--- src/rtl/arl_cap_pkg.sv ---
// Package: shared register addresses and control/status bit positions
// for the autoreload capture timer. Assumes an 8-bit data path.
package arl_cap_pkg;
    typedef enum logic [1:0] {
        REG_RELOAD = 2'd0,
        REG_COUNT  = 2'd1,
        REG_CTRL   = 2'd2,
        REG_CAPT   = 2'd3
    } arl_reg_e;

    localparam int CTL_CAP_IE  = 7;
    localparam int CTL_CAP_FLG = 6;
    localparam int CTL_TB_SEL  = 5;
    localparam int CTL_TB_IE   = 4;
    localparam int CTL_TB_FLG  = 3;
endpackage

--- src/rtl/arl_counter.sv ---
// Module: autoreload up-counter. Advances on cnt_en. On stepping past the
// all-ones value it loads the reload value instead of wrapping to zero.
// Assumes: reload is stable register state from the register block.
module arl_counter #(
    parameter int W = 8
) (
    input  logic         clk,
    input  logic         rst_n,
    input  logic         cnt_en,
    input  logic [W-1:0] reload,
    output logic [W-1:0] cnt
);
    localparam logic [W-1:0] TOP = {W{1'b1}};

    logic at_top;
    assign at_top = (cnt == TOP);

    // Counter state: reset, reload on overflow, otherwise increment when enabled.
    always_ff @(posedge clk) begin
        if (!rst_n)
            cnt <= '0;
        else if (cnt_en)
            cnt <= at_top ? reload : cnt + 1'b1;
    end

    // increment below the top value
    a_r2_increment: assert property (@(posedge clk) disable iff (!rst_n)
        (cnt_en && cnt != TOP) |=> cnt == $past(cnt) + 1'b1);
    // hold when not enabled
    a_r2_hold: assert property (@(posedge clk) disable iff (!rst_n)
        !cnt_en |=> $stable(cnt));
    // overflow loads the reload value
    a_r3_reload_on_overflow: assert property (@(posedge clk) disable iff (!rst_n)
        (cnt_en && cnt == TOP) |=> cnt == $past(reload));
endmodule

--- src/rtl/arl_capture.sv ---
// Module: input capture. Synchronizes cap_in through SYNC_STAGES flops and
// detects a rising edge. On that edge it latches cnt and sets the flag.
// The flag has no reset and clears on a capture-register read; a capture
// on the same edge wins.
// Assumes: rd_cap is a single-cycle read strobe for the capture register.
module arl_capture #(
    parameter int W           = 8,
    parameter int SYNC_STAGES = 2
) (
    input  logic         clk,
    input  logic         rst_n,
    input  logic         cap_in,
    input  logic [W-1:0] cnt,
    input  logic         rd_cap,
    output logic [W-1:0] cap_val,
    output logic         cap_flag
);
    logic [SYNC_STAGES-1:0] sync_q;
    logic                   prev_q;
    logic                   evt;

    // Synchronizer chain: first stage samples the pin, later stages shift.
    generate
        for (genvar i = 0; i < SYNC_STAGES; i++) begin : g_sync
            if (i == 0) begin : g_first
                always_ff @(posedge clk) begin
                    if (!rst_n) sync_q[0] <= 1'b0;
                    else        sync_q[0] <= cap_in;
                end
            end else begin : g_rest
                always_ff @(posedge clk) begin
                    if (!rst_n) sync_q[i] <= 1'b0;
                    else        sync_q[i] <= sync_q[i-1];
                end
            end
        end
    endgenerate

    // Edge history: last synchronized level.
    always_ff @(posedge clk) begin
        if (!rst_n) prev_q <= 1'b0;
        else        prev_q <= sync_q[SYNC_STAGES-1];
    end

    assign evt = sync_q[SYNC_STAGES-1] & ~prev_q;

    // Capture register: latch counter on a rising edge.
    always_ff @(posedge clk) begin
        if (!rst_n)   cap_val <= '0;
        else if (evt) cap_val <= cnt;
    end

    // Capture flag: no reset; set by a capture, cleared by a read; set wins.
    always_ff @(posedge clk) begin
        if (evt)         cap_flag <= 1'b1;
        else if (rd_cap) cap_flag <= 1'b0;
    end

    // capture latches the counter and raises the flag
    a_r5_capture_latch: assert property (@(posedge clk) disable iff (!rst_n)
        evt |=> (cap_val == $past(cnt)) && cap_flag);
    // a read without a capture clears the flag
    a_r7_read_clears: assert property (@(posedge clk) disable iff (!rst_n)
        (rd_cap && !evt) |=> !cap_flag);
    // without a capture or a read, the flag holds
    a_r6_flag_holds: assert property (@(posedge clk) disable iff (!rst_n)
        (!rd_cap && !evt) |=> cap_flag == $past(cap_flag));
    // the capture value changes only on a capture
    a_r5_value_holds: assert property (@(posedge clk) disable iff (!rst_n)
        !evt |=> $stable(cap_val));
endmodule

--- src/rtl/arl_regs.sv ---
// Module: register block. Holds the reload value and the control bits,
// decodes writes, muxes read data, and makes the capture-read strobe.
// Assumes: one access per cycle; reads are side-effect free except address 3.
module arl_regs
    import arl_cap_pkg::*;
#(
    parameter int W = 8
) (
    input  logic         clk,
    input  logic         rst_n,
    input  logic         wr_en,
    input  logic         rd_en,
    input  logic [1:0]   addr,
    input  logic [W-1:0] wdata,
    input  logic         tb_tick,
    input  logic [W-1:0] cnt,
    input  logic [W-1:0] cap_val,
    input  logic         cap_flag,
    output logic [W-1:0] rdata,
    output logic [W-1:0] reload,
    output logic         rd_cap,
    output logic         tb_period_sel,
    output logic         irq
);
    logic         cap_ie;
    logic         tb_ie;
    logic         tb_flag;
    logic         wr_reload;
    logic         wr_ctrl;
    logic [W-1:0] ctrl_view;

    assign wr_reload = wr_en && (addr == REG_RELOAD);
    assign wr_ctrl   = wr_en && (addr == REG_CTRL);
    assign rd_cap    = rd_en && (addr == REG_CAPT);

    // Reload register: software write only.
    always_ff @(posedge clk) begin
        if (!rst_n)         reload <= '0;
        else if (wr_reload) reload <= wdata;
    end

    // Control enables and period select: plain read/write bits.
    always_ff @(posedge clk) begin
        if (!rst_n) begin
            cap_ie        <= 1'b0;
            tb_period_sel <= 1'b0;
            tb_ie         <= 1'b0;
        end else if (wr_ctrl) begin
            cap_ie        <= wdata[CTL_CAP_IE];
            tb_period_sel <= wdata[CTL_TB_SEL];
            tb_ie         <= wdata[CTL_TB_IE];
        end
    end

    // Timebase flag: set by tick, cleared by writing 0; tick wins.
    always_ff @(posedge clk) begin
        if (!rst_n)                            tb_flag <= 1'b0;
        else if (tb_tick)                      tb_flag <= 1'b1;
        else if (wr_ctrl && !wdata[CTL_TB_FLG]) tb_flag <= 1'b0;
    end

    // Control/status view: unused low bits read as zero.
    always_comb begin
        ctrl_view              = '0;
        ctrl_view[CTL_CAP_IE]  = cap_ie;
        ctrl_view[CTL_CAP_FLG] = cap_flag;
        ctrl_view[CTL_TB_SEL]  = tb_period_sel;
        ctrl_view[CTL_TB_IE]   = tb_ie;
        ctrl_view[CTL_TB_FLG]  = tb_flag;
    end

    // Read mux by address.
    always_comb begin
        unique case (addr)
            REG_RELOAD: rdata = reload;
            REG_COUNT:  rdata = cnt;
            REG_CTRL:   rdata = ctrl_view;
            default:    rdata = cap_val;
        endcase
    end

    assign irq = (cap_flag & cap_ie) | (tb_flag & tb_ie);

    // reload write lands on the next edge
    a_r4_reload_write: assert property (@(posedge clk) disable iff (!rst_n)
        wr_reload |=> reload == $past(wdata));
    // reload unchanged without a write to it
    a_r4_reload_holds: assert property (@(posedge clk) disable iff (!rst_n)
        !wr_reload |=> $stable(reload));
    // a tick always leaves the flag set
    a_r9_tick_sets: assert property (@(posedge clk) disable iff (!rst_n)
        tb_tick |=> tb_flag);
    // writing 1 to the flag bit cannot raise it
    a_r9_write_one_noop: assert property (@(posedge clk) disable iff (!rst_n)
        (!tb_tick && !tb_flag) |=> !tb_flag);
endmodule

--- src/rtl/arl_cap_timer.sv ---
// Module: top of the autoreload timer with input capture. Connects the
// counter, the capture unit and the register block.
// Assumes: W is at least 8 so the control/status bit positions fit.
module arl_cap_timer #(
    parameter int W           = 8,
    parameter int SYNC_STAGES = 2
) (
    input  logic         clk,
    input  logic         rst_n,
    input  logic         cnt_en,
    input  logic         tb_tick,
    input  logic         cap_in,
    input  logic         wr_en,
    input  logic         rd_en,
    input  logic [1:0]   addr,
    input  logic [W-1:0] wdata,
    output logic [W-1:0] rdata,
    output logic         tb_period_sel,
    output logic         irq
);
    logic [W-1:0] cnt;
    logic [W-1:0] reload;
    logic [W-1:0] cap_val;
    logic         cap_flag;
    logic         rd_cap;

    arl_counter #(.W(W)) u_counter (
        .clk    (clk),
        .rst_n  (rst_n),
        .cnt_en (cnt_en),
        .reload (reload),
        .cnt    (cnt)
    );

    arl_capture #(.W(W), .SYNC_STAGES(SYNC_STAGES)) u_capture (
        .clk      (clk),
        .rst_n    (rst_n),
        .cap_in   (cap_in),
        .cnt      (cnt),
        .rd_cap   (rd_cap),
        .cap_val  (cap_val),
        .cap_flag (cap_flag)
    );

    arl_regs #(.W(W)) u_regs (
        .clk           (clk),
        .rst_n         (rst_n),
        .wr_en         (wr_en),
        .rd_en         (rd_en),
        .addr          (addr),
        .wdata         (wdata),
        .tb_tick       (tb_tick),
        .cnt           (cnt),
        .cap_val       (cap_val),
        .cap_flag      (cap_flag),
        .rdata         (rdata),
        .reload        (reload),
        .rd_cap        (rd_cap),
        .tb_period_sel (tb_period_sel),
        .irq           (irq)
    );
endmodule

--- config.mk ---
export PLATFORM = sky130hd
export DESIGN_NAME = arl_cap_timer
export DESIGN_NICKNAME = d
export VERILOG_FILES = /design/src/rtl/arl_cap_pkg.sv /design/src/rtl/arl_counter.sv /design/src/rtl/arl_capture.sv /design/src/rtl/arl_regs.sv /design/src/rtl/arl_cap_timer.sv
export SDC_FILE = /design/constraint.sdc
export NUM_CORES = 1
export LEC_CHECK = 0
export CORE_MARGIN = 2
export CORE_UTILIZATION = 45
export CTS_BUF_LIST = sky130_fd_sc_hd__clkbuf_16
export DETAILED_ROUTE_END_ITERATION = 10
export PLACE_DENSITY = 0.73
export SKIP_CTS_REPAIR_TIMING = 1
export SYNTH_ARGS = -nofsm -noshare
export SYNTH_HDL_FRONTEND = slang
export SYNTH_SLANG_ARGS = --single-unit
--- constraint.sdc ---
create_clock -name clk -period 1.2 [get_ports clk]
set_input_delay 0.18 -clock clk [delete_from_list [all_inputs] [get_ports clk]]
set_output_delay 0.18 -clock clk [all_outputs]
set_load 0.01 [all_outputs]
==> results of run 1 <==
==> per-stage QoR <==
| step | area [um2] | util (%) | std cells |
|---|---|---|---|
| floorplan | 1509 | - | 158 |
| global placement | 2033 | 65.52 | 253 |
| detailed placement | 2033 | 65.52 | 253 |
| CTS | 2170 | 69.92 | 261 |
| global route | 2335 | 75.24 | 268 |
| finish | 2335 | 75.24 | 268 |
==> layer usage <==
metal	GRT usage [%]	up-vias	wire length, um
li1	-	692	-
met1	26.21	682	1810
met2	39.40	51	2216
met3	5.672	11	267
met4	9.726	0	95
met5	0	-	0
==> sequential cells by signal, summed over array words and instances, names as in the netlist <==
signal / count
u_regs.reload: 8
u_regs.tb_ie: 1
u_regs.cap_ie: 1
u_regs.tb_flag: 1
u_capture.cap_flag: 1
u_regs.tb_period_sel: 1
u_capture.cap_val: 8
u_capture.sync_q: 2
u_counter.cnt: 8
u_capture.prev_q: 1
==> power breakdown <==
part / switching, mW / total, mW / internal [mW]
Combinational: 0.134 / 0.302 / 0.168
Sequential: 0.0261 / 1.13 / 1.10
Clock: 0.430 / 1.17 / 0.744
Total: 0.590 / 2.60 / 2.01
==> critical path, delay by kind of cell (launching register included) <==
kind	cells	cell delay, ns
flops	1	0.31
mux	1	0.48
buf+inv	1	0.14
==> cells by family (layout without fill, tap and decap cells) <==
group / count (synthesis) / after routing / share of synthesized area [%]
AO/OA/AOI/OAI: 28 / 28 / 11.06
adder cells (fa/ha/maj): 1 / 1 / 0.8374
flip-flops: 32 / 32 / 42.88
buffers and inverters: 14 / 80 / 4.606
multiplexers: 22 / 22 / 19.18
AND/OR/NAND/NOR: 61 / 61 / 21.44
==> area by class of cell <==
class	instances	area share, %
inverters	4	0.6431
well taps	44	2.358
clock buffers	5	5.359
repair buffers	68	24.81
flip-flops and latches	32	28.14
clock inverters	3	0.4823
multi-input cells	112	38.21
==> worst max-delay path by stage <==
| stage | from | endpoint | slack, ns | cells after the start |
|---|---|---|---|---|
| 2_1_floorplan | u_counter.cnt[2] | u_counter.cnt[7] | 0.009 | 4 |
| 3_3_place_gp | addr[0] | rdata[4] | -0.77 | 3 |
| 3_5_place_dp | addr[0] | rdata[4] | -0.79 | 3 |
| 4_1_cts | addr[0] | rdata[1] | -0.80 | 5 |
| 5_1_grt | u_regs.cap_ie | rdata[7] | -0.20 | 2 |
| 6_report | u_capture.cap_val[4] | rdata[4] | -0.18 | 2 |
==> layout by cell type (no fill, tap or decap), types with 6 or more instances in the layout <==
cell type,synthesis,final
clkdlybuf4s50_1,0,13
buf_6,1,13
dfxtp_1,32,23
a21oi_1,12,11
mux2i_1,17,17
nor2_1,12,12
nand2_1,23,22
nand3_1,8,6
buf_4,1,31
dfxtp_2,0,7
inv_1,4,6
==> impl_results.md, run 1 <==
- Slowest-stage cell, CP: mux4_2
- CTS tree: done
- R2R Setup Slk: -0.14 ns
- Nets@finish: approximately 240
- Worst Hold Launch: addr[0]
- Full die area: approximately 3800 um2
- Chip width: between 60 and 70 um
- Mapped Cells: between 150 and 200
- Tot GR Track Use: 22.62%
- Period utilisation layout: 115.1%
- Setup WS post-layout: -0.1810 ns
- Unrepaired setup endpoints after global routing: true
- N_diodes: 0
- Drc violations: 0
- Initial Utilization: 48.15%
- Hold Path Class: primary input to flip-flop
- Yosys cell types: 39
- Placement Rows: 20
- Clock root cell: clkbuf_16
- Area of the multi-input gates: 892.1 um2
- CP Cell Sequence: mux4_2 > buf_6
- R2r worst-path depth: 6
- Commonest cells in the netlist: dfxtp_1 (32), nand2_1 (23), mux2i_1 (17), a21oi_1 (12), nor2_1 (12)
- CTS H-tree lvls: 2
- Filler cells: 224
- CTS clock-pin slew for the worst setup and hold paths: approximately 0.05 ns
- Initial DRC count: 48
- First-pass GRT wire length: between 6000 and 7000 um
- Failing checks: setup timing
- Area added between synthesis and finish: 56.28%
- Syn Area/Cell: about 9.5 um2
- Largest net degree at the start of global routing: 12
- Area share of the largest cell type after synthesis: 42.88%
- Total chip power: 2.602 mW
- Avg WL per Cell: ~16 um
- Final GP Congestion: about 0.8
- Worst-path maximum fanout: 2
- Final WL: 4389 um
- Pwr dens: about 1100 nW/um2
- Share of layout cells above drive strength 1: between 40% and 50%
- Worst stage delay on the critical path: ~0.48 ns
- Worst Path Required: between 1 and 1.5 ns
- Fin crit period: 1.381 ns
- CP Data Arrival Time: 1.20 ns
- Via Count: ~1400
- Hold worst-path end: u_capture.cap_flag
- Global route overflow: 0
- Antenna violations before repair: 0
- Vias in the first global route: ~1400
- Ys flop type: dfxtp_1
- TritonCTS buffer count: 5
- Dominant cells by area after synthesis: dfxtp_1 (43%), mux2i_1 (11%), mux4_2 (6.0%)
- Register area share after synthesis: between 40% and 50%
- Vias per cell: approximately 5.4
- Post-route antenna net violation count: 0
- Relative slew slack: 72.41%
- Critical Path Sink Type: output pin
- Die Y: 61.62 um
- Final setup vio count: 13
- Fin Hold WS: 0.2610 ns
- Setup total negative slack: -1.693 ns
- Least-Margin Pin Slew: approximately 0.41 ns
- Hpwl dp: between 2000 and 3000 um
- Port bufs: 26
- Post-synthesis async set-or-reset flop share: 0%
- Post-synthesis register bit count: 32
- Maximum vdd ir drop: 979.1 uV
- Post-Place Worst Slack: -0.7920 ns
- Max clock buf depth: 2
- Status: finished, violations left
- I/O pin total: 27
- Max cap viols: 0
- Count leader, synth: dfxtp_1
- Layout Skew: approximately 0.0014 ns
- Critical path startpoint category: flip-flop
- Crit Path Class: flip-flop to output pin
- Hold Violations, Final: 0
- Netlist Area Pre-Place: ~1500 um2
- WHS Path Cells: 4
- RR Startpoint: u_counter.cnt[2]
- Placeable Area: 3103 um2
- Clock Sinks: 32
- Synth area leader: dfxtp_1
- Synth Warn #: 0
- Slew Viols, Final: 0
- Terminus of the critical flop-to-flop path: u_counter.cnt[2]
- Syn_nets: roughly 180
- Initial DRT Pass Iterations: 4
- EDFF count, synth: 0
- LEAKAGE: 0.9809 nW
- Register area: roughly 660 um2
- Max Clock Freq: roughly 720 MHz
- Clk_lat worst skew: roughly 0.28 ns
No activity file was read; power rests on OpenSTA's default activity.
==> run 2, diff against run 1 <==
--- a/config.mk
+++ b/config.mk
@@ -8,6 +8,7 @@
 export CORE_MARGIN = 2
 export CORE_UTILIZATION = 45
 export CTS_BUF_LIST = sky130_fd_sc_hd__clkbuf_16
+export CTS_CLUSTER_DIAMETER = 150
 export DETAILED_ROUTE_END_ITERATION = 10
 export PLACE_DENSITY = 0.73
 export SKIP_CTS_REPAIR_TIMING = 1
==> results of run 2 <==
Same layout as run 1: the final DEF is identical, and so are final timing and power.
==> run 3, diff against run 2 <==
--- a/config.mk
+++ b/config.mk
@@ -12,6 +12,7 @@
 export DETAILED_ROUTE_END_ITERATION = 10
 export PLACE_DENSITY = 0.73
 export SKIP_CTS_REPAIR_TIMING = 1
+export SLEW_MARGIN = 20
 export SYNTH_ARGS = -nofsm -noshare
 export SYNTH_HDL_FRONTEND = slang
 export SYNTH_SLANG_ARGS = --single-unit
==> results of run 3 <==
Same layout as run 1: the final DEF is identical, and so are final timing and power.
